File: src/rtl/bsram_pkg.sv
package bsram_pkg;
    localparam int WORD_W = 9;
    localparam int STEP_W = 2;

    typedef logic [WORD_W-1:0] word_t;
    typedef logic [STEP_W-1:0] step_t;

    typedef enum logic [1:0] {
        OP_CONT = 2'd0,
        OP_CTL  = 2'd1,
        OP_CPU  = 2'd2
    } start_e;

    // interleaved burst order on the two low address bits
    function automatic step_t burst_low(input step_t base_lo, input step_t cnt);
        return base_lo ^ cnt;
    endfunction
endpackage

File: src/rtl/bsram_ctrl.sv
module bsram_ctrl
    import bsram_pkg::*;
#(
    parameter int AW = 6
) (
    input  logic          clk,
    input  logic          rst_n,
    input  logic [AW-1:0] addr,
    input  logic          we_n,
    input  logic          cs_hi,
    input  logic          cs_lo_n,
    input  logic          ads_cpu_n,
    input  logic          ads_ctl_n,
    input  logic          adv_n,
    output logic [AW-1:0] acc_addr_q,
    output logic          sel_q,
    output logic          wr_q,
    output logic          wr_en_d,
    output logic [AW-1:0] wr_addr_d
);
    typedef struct packed {
        logic [AW-1:0] base;
        step_t         cnt;
        logic          sel;
        logic          wr;
    } state_t;

    state_t st_d, st_q;
    start_e op;

    always_comb begin
        if (!ads_cpu_n)      op = OP_CPU;
        else if (!ads_ctl_n) op = OP_CTL;
        else                 op = OP_CONT;

        st_d = st_q;
        unique case (op)
            OP_CPU: begin
                st_d.base = addr;
                st_d.cnt  = '0;
                st_d.sel  = cs_hi & ~cs_lo_n;
                st_d.wr   = 1'b0;
            end
            OP_CTL: begin
                st_d.base = addr;
                st_d.cnt  = '0;
                st_d.sel  = cs_hi & ~cs_lo_n;
                st_d.wr   = ~we_n;
            end
            default: begin
                if (!adv_n) st_d.cnt = st_q.cnt + step_t'(1);
                st_d.wr = ~we_n;
            end
        endcase

        wr_en_d   = st_d.sel & st_d.wr;
        wr_addr_d = {st_d.base[AW-1:STEP_W], burst_low(st_d.base[STEP_W-1:0], st_d.cnt)};
    end

    always_ff @(posedge clk or negedge rst_n) begin
        if (!rst_n) st_q <= '0;
        else        st_q <= st_d;
    end

    assign acc_addr_q = {st_q.base[AW-1:STEP_W], burst_low(st_q.base[STEP_W-1:0], st_q.cnt)};
    assign sel_q      = st_q.sel;
    assign wr_q       = st_q.wr;
endmodule

File: src/rtl/bsram_array.sv
module bsram_array
    import bsram_pkg::*;
#(
    parameter int AW = 6
) (
    input  logic          clk,
    input  logic          we,
    input  logic [AW-1:0] waddr,
    input  word_t         wdata,
    input  logic [AW-1:0] raddr,
    output word_t         rdata
);
    localparam int DEPTH = 1 << AW;

    word_t mem [DEPTH];

    always_ff @(posedge clk) begin
        if (we) mem[waddr] <= wdata;
    end

    assign rdata = mem[raddr];
endmodule

File: src/rtl/bsram_top.sv
module bsram_top
    import bsram_pkg::*;
#(
    parameter int AW = 6
) (
    input  logic          clk,
    input  logic          rst_n,
    input  logic [AW-1:0] addr,
    input  logic [8:0]    din,
    input  logic          we_n,
    input  logic          cs_hi,
    input  logic          cs_lo_n,
    input  logic          ads_cpu_n,
    input  logic          ads_ctl_n,
    input  logic          adv_n,
    input  logic          oe_n,
    output logic [8:0]    dout,
    output logic          dout_en
);
    logic [AW-1:0] cur_addr;
    logic          cur_sel;
    logic          cur_wr;
    logic          wr_en;
    logic [AW-1:0] wr_addr;
    word_t         rd_word;

    bsram_ctrl #(.AW(AW)) u_ctrl (
        .clk(clk), .rst_n(rst_n), .addr(addr), .we_n(we_n),
        .cs_hi(cs_hi), .cs_lo_n(cs_lo_n),
        .ads_cpu_n(ads_cpu_n), .ads_ctl_n(ads_ctl_n), .adv_n(adv_n),
        .acc_addr_q(cur_addr), .sel_q(cur_sel), .wr_q(cur_wr),
        .wr_en_d(wr_en), .wr_addr_d(wr_addr)
    );

    bsram_array #(.AW(AW)) u_array (
        .clk(clk), .we(wr_en), .waddr(wr_addr), .wdata(din),
        .raddr(cur_addr), .rdata(rd_word)
    );

    assign dout_en = cur_sel & ~cur_wr & ~oe_n;
    assign dout    = dout_en ? rd_word : '0;
endmodule

File: config.mk
export PLATFORM = sky130hd
export DESIGN_NAME = bsram_top
export DESIGN_NICKNAME = d
export VERILOG_FILES = /design/src/rtl/bsram_pkg.sv /design/src/rtl/bsram_ctrl.sv /design/src/rtl/bsram_array.sv /design/src/rtl/bsram_top.sv
export SDC_FILE = /design/constraint.sdc
export NUM_CORES = 1
export LEC_CHECK = 0
export BUFFER_PORTS_ARGS = -buffer_cell sky130_fd_sc_hd__clkbuf_2
export CAP_MARGIN = 20
export CORE_MARGIN = 2
export CORE_UTILIZATION = 40
export CTS_CLUSTER_SIZE = 12
export DETAILED_ROUTE_END_ITERATION = 10
export GPL_ROUTABILITY_DRIVEN = 0
export PLACE_DENSITY_LB_ADDON = 0.2
export SYNTH_ARGS = -nofsm -noshare
export SYNTH_HDL_FRONTEND = slang
export SYNTH_SLANG_ARGS = --single-unit
File: constraint.sdc
create_clock -name clk -period 4.4 [get_ports clk]
set_clock_uncertainty 0.15 [all_clocks]
set_input_delay 0.88 -clock clk [delete_from_list [all_inputs] [get_ports clk]]
set_output_delay 0.88 -clock clk [all_outputs]
set_load 0.005 [all_outputs]
==> metrics.csv <==
metric,value,unit
cts_buffer_depth,3,
areaGrowthSynthToFinish,19.6,%
synth-seq-cells,586,
hold_path_end,u_ctrl.wr_q$_DFF_PN0_,
crit_fanout,14,
num_rows,87,
grt_usage,19.3,%
p_seq_share,51.1,%
post-route-min-period,4390,ps
ys_warn_count,0,
slowest_stage,or4_1,
relSlewSlack,30.9,%
post-route-period-util,99.9,%
first_global_vias,11600,
seq_area_frac_synth,77.6,%
die_h,242,microns
drv_slew,0,
die-area,58400,sq um
fin_util,48.1,%
combPwrFrac,9.4,%
clk_pin_slew_worst_paths,60,ps
antenna_left,0,
drcViolationCount,0,
cpPeakStageDelay,580,ps
worstSetupPathType,register to output port,
numClockSinks,586,
drive_gt1_share,33.6,%
via_per_inst,5.56,
peakVddDrop,0.000378,V
io-pin-count,34,
syn_nets,1100,
antenna_found_initial,0,
hold_viol,0,
antenna_cells,0,
rsz0062_at_grt,yes,
num_vias,11500,
cp.arrival,3360,ps
insertion_delay,610,ps
cp-start-kind,register,
r2r_start,u_ctrl.st_q[3]$_DFF_PN0_,
p_leak,8.75,nW
wl_per_cell,27.2,microns
cts_buffers,60,
p_clk_share,39.6,%
hp-class,primary input to register,
min_path_cells,2,
syn_area,22600,sq um
fin_nets,1296,
pwr_density_cell,446,nW/um^2
cts_tree,done,
drt-initial-drc-count,1117,
finalSetupViolCount,0,
synth.distinct_cells,35,
reg2reg_slack,1480,ps
status,completed,
maxCapViolCount,0,
r2r_cells,7,
netSwitchingFraction,21.8,%
die_x,242,microns
drt_pass1_iterations,5,
max_freq,0.228,GHz
tightest_slew,1040,ps
grt_pass1_wl,81.9,mm
synth_cells,1076,
clock-root-buffer,clkbuf_16,
power,12.0,mW
grt_max_degree,65,
grt_overflow,0,
worstHoldStart,we_n,
path_cells,xor2_4 > buf_6 > buf_16 > buf_4 > mux4_2 > a22oi_2 > a21oi_2 > or4_1 > clkbuf_2,
intPower,9.42,mW
dpl.hpwl,34.7,mm
cts_max_level,2,
cp-end-kind,output port,
avgSynthCellArea,21.0,sq um
required,3370,ps
p_sw,2.63,mW
critPathTopFamily,buffers and inverters,
routed_wirelength,56.4,mm
worstReg2RegEnd,u_array.mem[29][4]$_DFFE_PP_,
crit_buf_inv,4,
io_buffer_count,33,
initial_core_util,40.2,%
core_area,56200,sq um
[synth_stat cells]
| cell type | number | area share, % |
|---|---|---|
| xnor2_1 | 3 | 0.12 |
| a211o_1 | 2 | 0.078 |
| buf_2 | 10 | 0.22 |
| clkbuf_1 | 22 | 0.37 |
| mux2i_1 | 40 | 1.8 |
| edfxtp_1 | 576 | 77 |
| nor2b_1 | 7 | 0.19 |
| mux2_2 | 6 | 0.30 |
| nor2_1 | 76 | 1.3 |
| and3_1 | 1 | 0.028 |
| mux4_2 | 124 | 12 |
| nand2_1 | 24 | 0.40 |
| a22oi_1 | 53 | 1.8 |
| nand3_1 | 14 | 0.31 |
| a21oi_1 | 17 | 0.38 |
| xor2_2 | 1 | 0.072 |
| and2_1 | 5 | 0.14 |
| nor3b_1 | 2 | 0.066 |
| buf_4 | 3 | 0.10 |
| o22ai_1 | 23 | 0.64 |
| o21ai_0 | 10 | 0.22 |
| nand3b_1 | 4 | 0.13 |
| o21a_1 | 1 | 0.033 |
| xor2_1 | 3 | 0.12 |
| buf_6 | 6 | 0.30 |
| clkinv_1 | 1 | 0.017 |
| a22o_1 | 2 | 0.078 |
| buf_1 | 5 | 0.083 |
| inv_1 | 4 | 0.066 |
| or4_1 | 7 | 0.23 |
| nor4b_1 | 2 | 0.078 |
| dfrtp_1 | 10 | 1.1 |
| o211ai_1 | 2 | 0.066 |
| o22a_1 | 2 | 0.078 |
| a221oi_1 | 8 | 0.31 |
[power by group through the flow]
stage          Sequential [mW]  Clock (mW)  Combinational, mW
6_report                  6.16        4.77               1.13
5_1_grt                   6.15        5.09               1.19
4_1_cts                   6.16        4.88               1.09
3_5_place_dp              6.27           0              0.948
3_3_place_gp              6.27           0              0.943
2_1_floorplan             6.26           0              0.572
[how the worst max path moves through the flow]
| stage | from | end | slack, ps | cells after the start |
|---|---|---|---|---|
| final | u_ctrl.st_q[4]$_DFF_PN0_ | dout[1] | 6 | 9 |
| after global routing | u_ctrl.st_q[4]$_DFF_PN0_ | dout[5] | -110 | 11 |
| after CTS | u_ctrl.st_q[4]$_DFF_PN0_ | dout[7] | -4 | 8 |
| after detailed placement | u_ctrl.st_q[2]$_DFF_PN0_ | dout[8] | 150 | 7 |
| after global placement | u_ctrl.st_q[2]$_DFF_PN0_ | dout[8] | 170 | 7 |
| after floorplan | u_ctrl.st_q[2]$_DFF_PN0_ | dout[1] | 1000 | 9 |
[kinds of logic (layout without fill, tap and decap cells)]
| logic type | after synthesis | count (layout) | synth area share (%) |
|---|---|---|---|
| flip-flops | 586 | 586 | 77.6 |
| multiplexers | 170 | 170 | 14.4 |
| AND/OR/NAND/NOR | 142 | 142 | 2.84 |
| AO/OA/AOI/OAI | 120 | 120 | 3.64 |
| buffers and inverters | 51 | 291 | 1.15 |
| XOR/XNOR | 7 | 7 | 0.305 |
[state kept, by name, summed over array words and instances, names as in the netlist]
signal	cells
u_array.mem	576
u_ctrl.sel_q	1
u_ctrl.acc_addr_q	4
u_ctrl.wr_q	1
u_ctrl.st_q	4
[per-stage QoR]
step           setup slack (ps)  instances  TNS (ps)  instance area [sq um]  hold WS, ps
4_1_cts                   -3.91       2061     -4.90                  26800          318
5_1_grt                    -114       2072      -644                  27000          324
3_3_place_gp                171       1935         0                  24500          448
2_1_floorplan               997       1076         0                  22600          337
3_5_place_dp                151       1935         0                  24500          455
6_report                   6.18       2072         0                  27000          356
[metal layers]
layer	vias to the layer above	share of wire, %	global-route usage (%)
li1	4907	-	-
met1	6164	44	27.7
met2	374	47	30.0
met3	80	6.6	4.12
met4	0	2.3	5.16
met5	-	0	0
[area by class of cell]
class | instances | area [sq um]
multi-input combinational | 439 | 5060
clock inverter | 16 | 110
fill | 4661 | 29100
sequential | 586 | 17500
clock buffer | 90 | 1740
inverter | 5 | 18.8
tap | 756 | 946
timing repair buffer | 180 | 1620
[repair_timing]
action | CTS | global route
hold endpoints to repair | 10 | 0
gates cloned | 5 | 2
setup endpoints to repair | 9 | 9
buffers inserted | 15 | 9
pin swaps | 14 | 9
gates resized for setup | 58 | 19
hold buffers | 1 | 0
[placed cells by master, fill, tap and decap left out, drive strengths merged]
cell type	netlist	layout
edfxtp	576	576
buf	24	144
clkbuf	22	125
mux4	124	124
nor2	76	76
a22oi	53	53
mux2i	40	40
nand2	24	24
o22ai	23	23
a21oi	17	17
nand3	14	14
clkinv	1	12
dfrtp	10	10
o21ai	10	10
a221oi	8	8
nor2b	7	7
or4	7	7
mux2	6	6
inv	4	6
and2	5	5
nand3b	4	4
xor2	4	4
xnor2	3	3
nor3b	2	2
o211ai	2	2
a22o	2	2
o22a	2	2
a211o	2	2
clkinvlp	0	2
nor4b	2	2
and3	1	1
o21a	1	1
bufinv	0	1
dlygate4sd3	0	1
No activity file was read; power rests on OpenSTA's default activity.
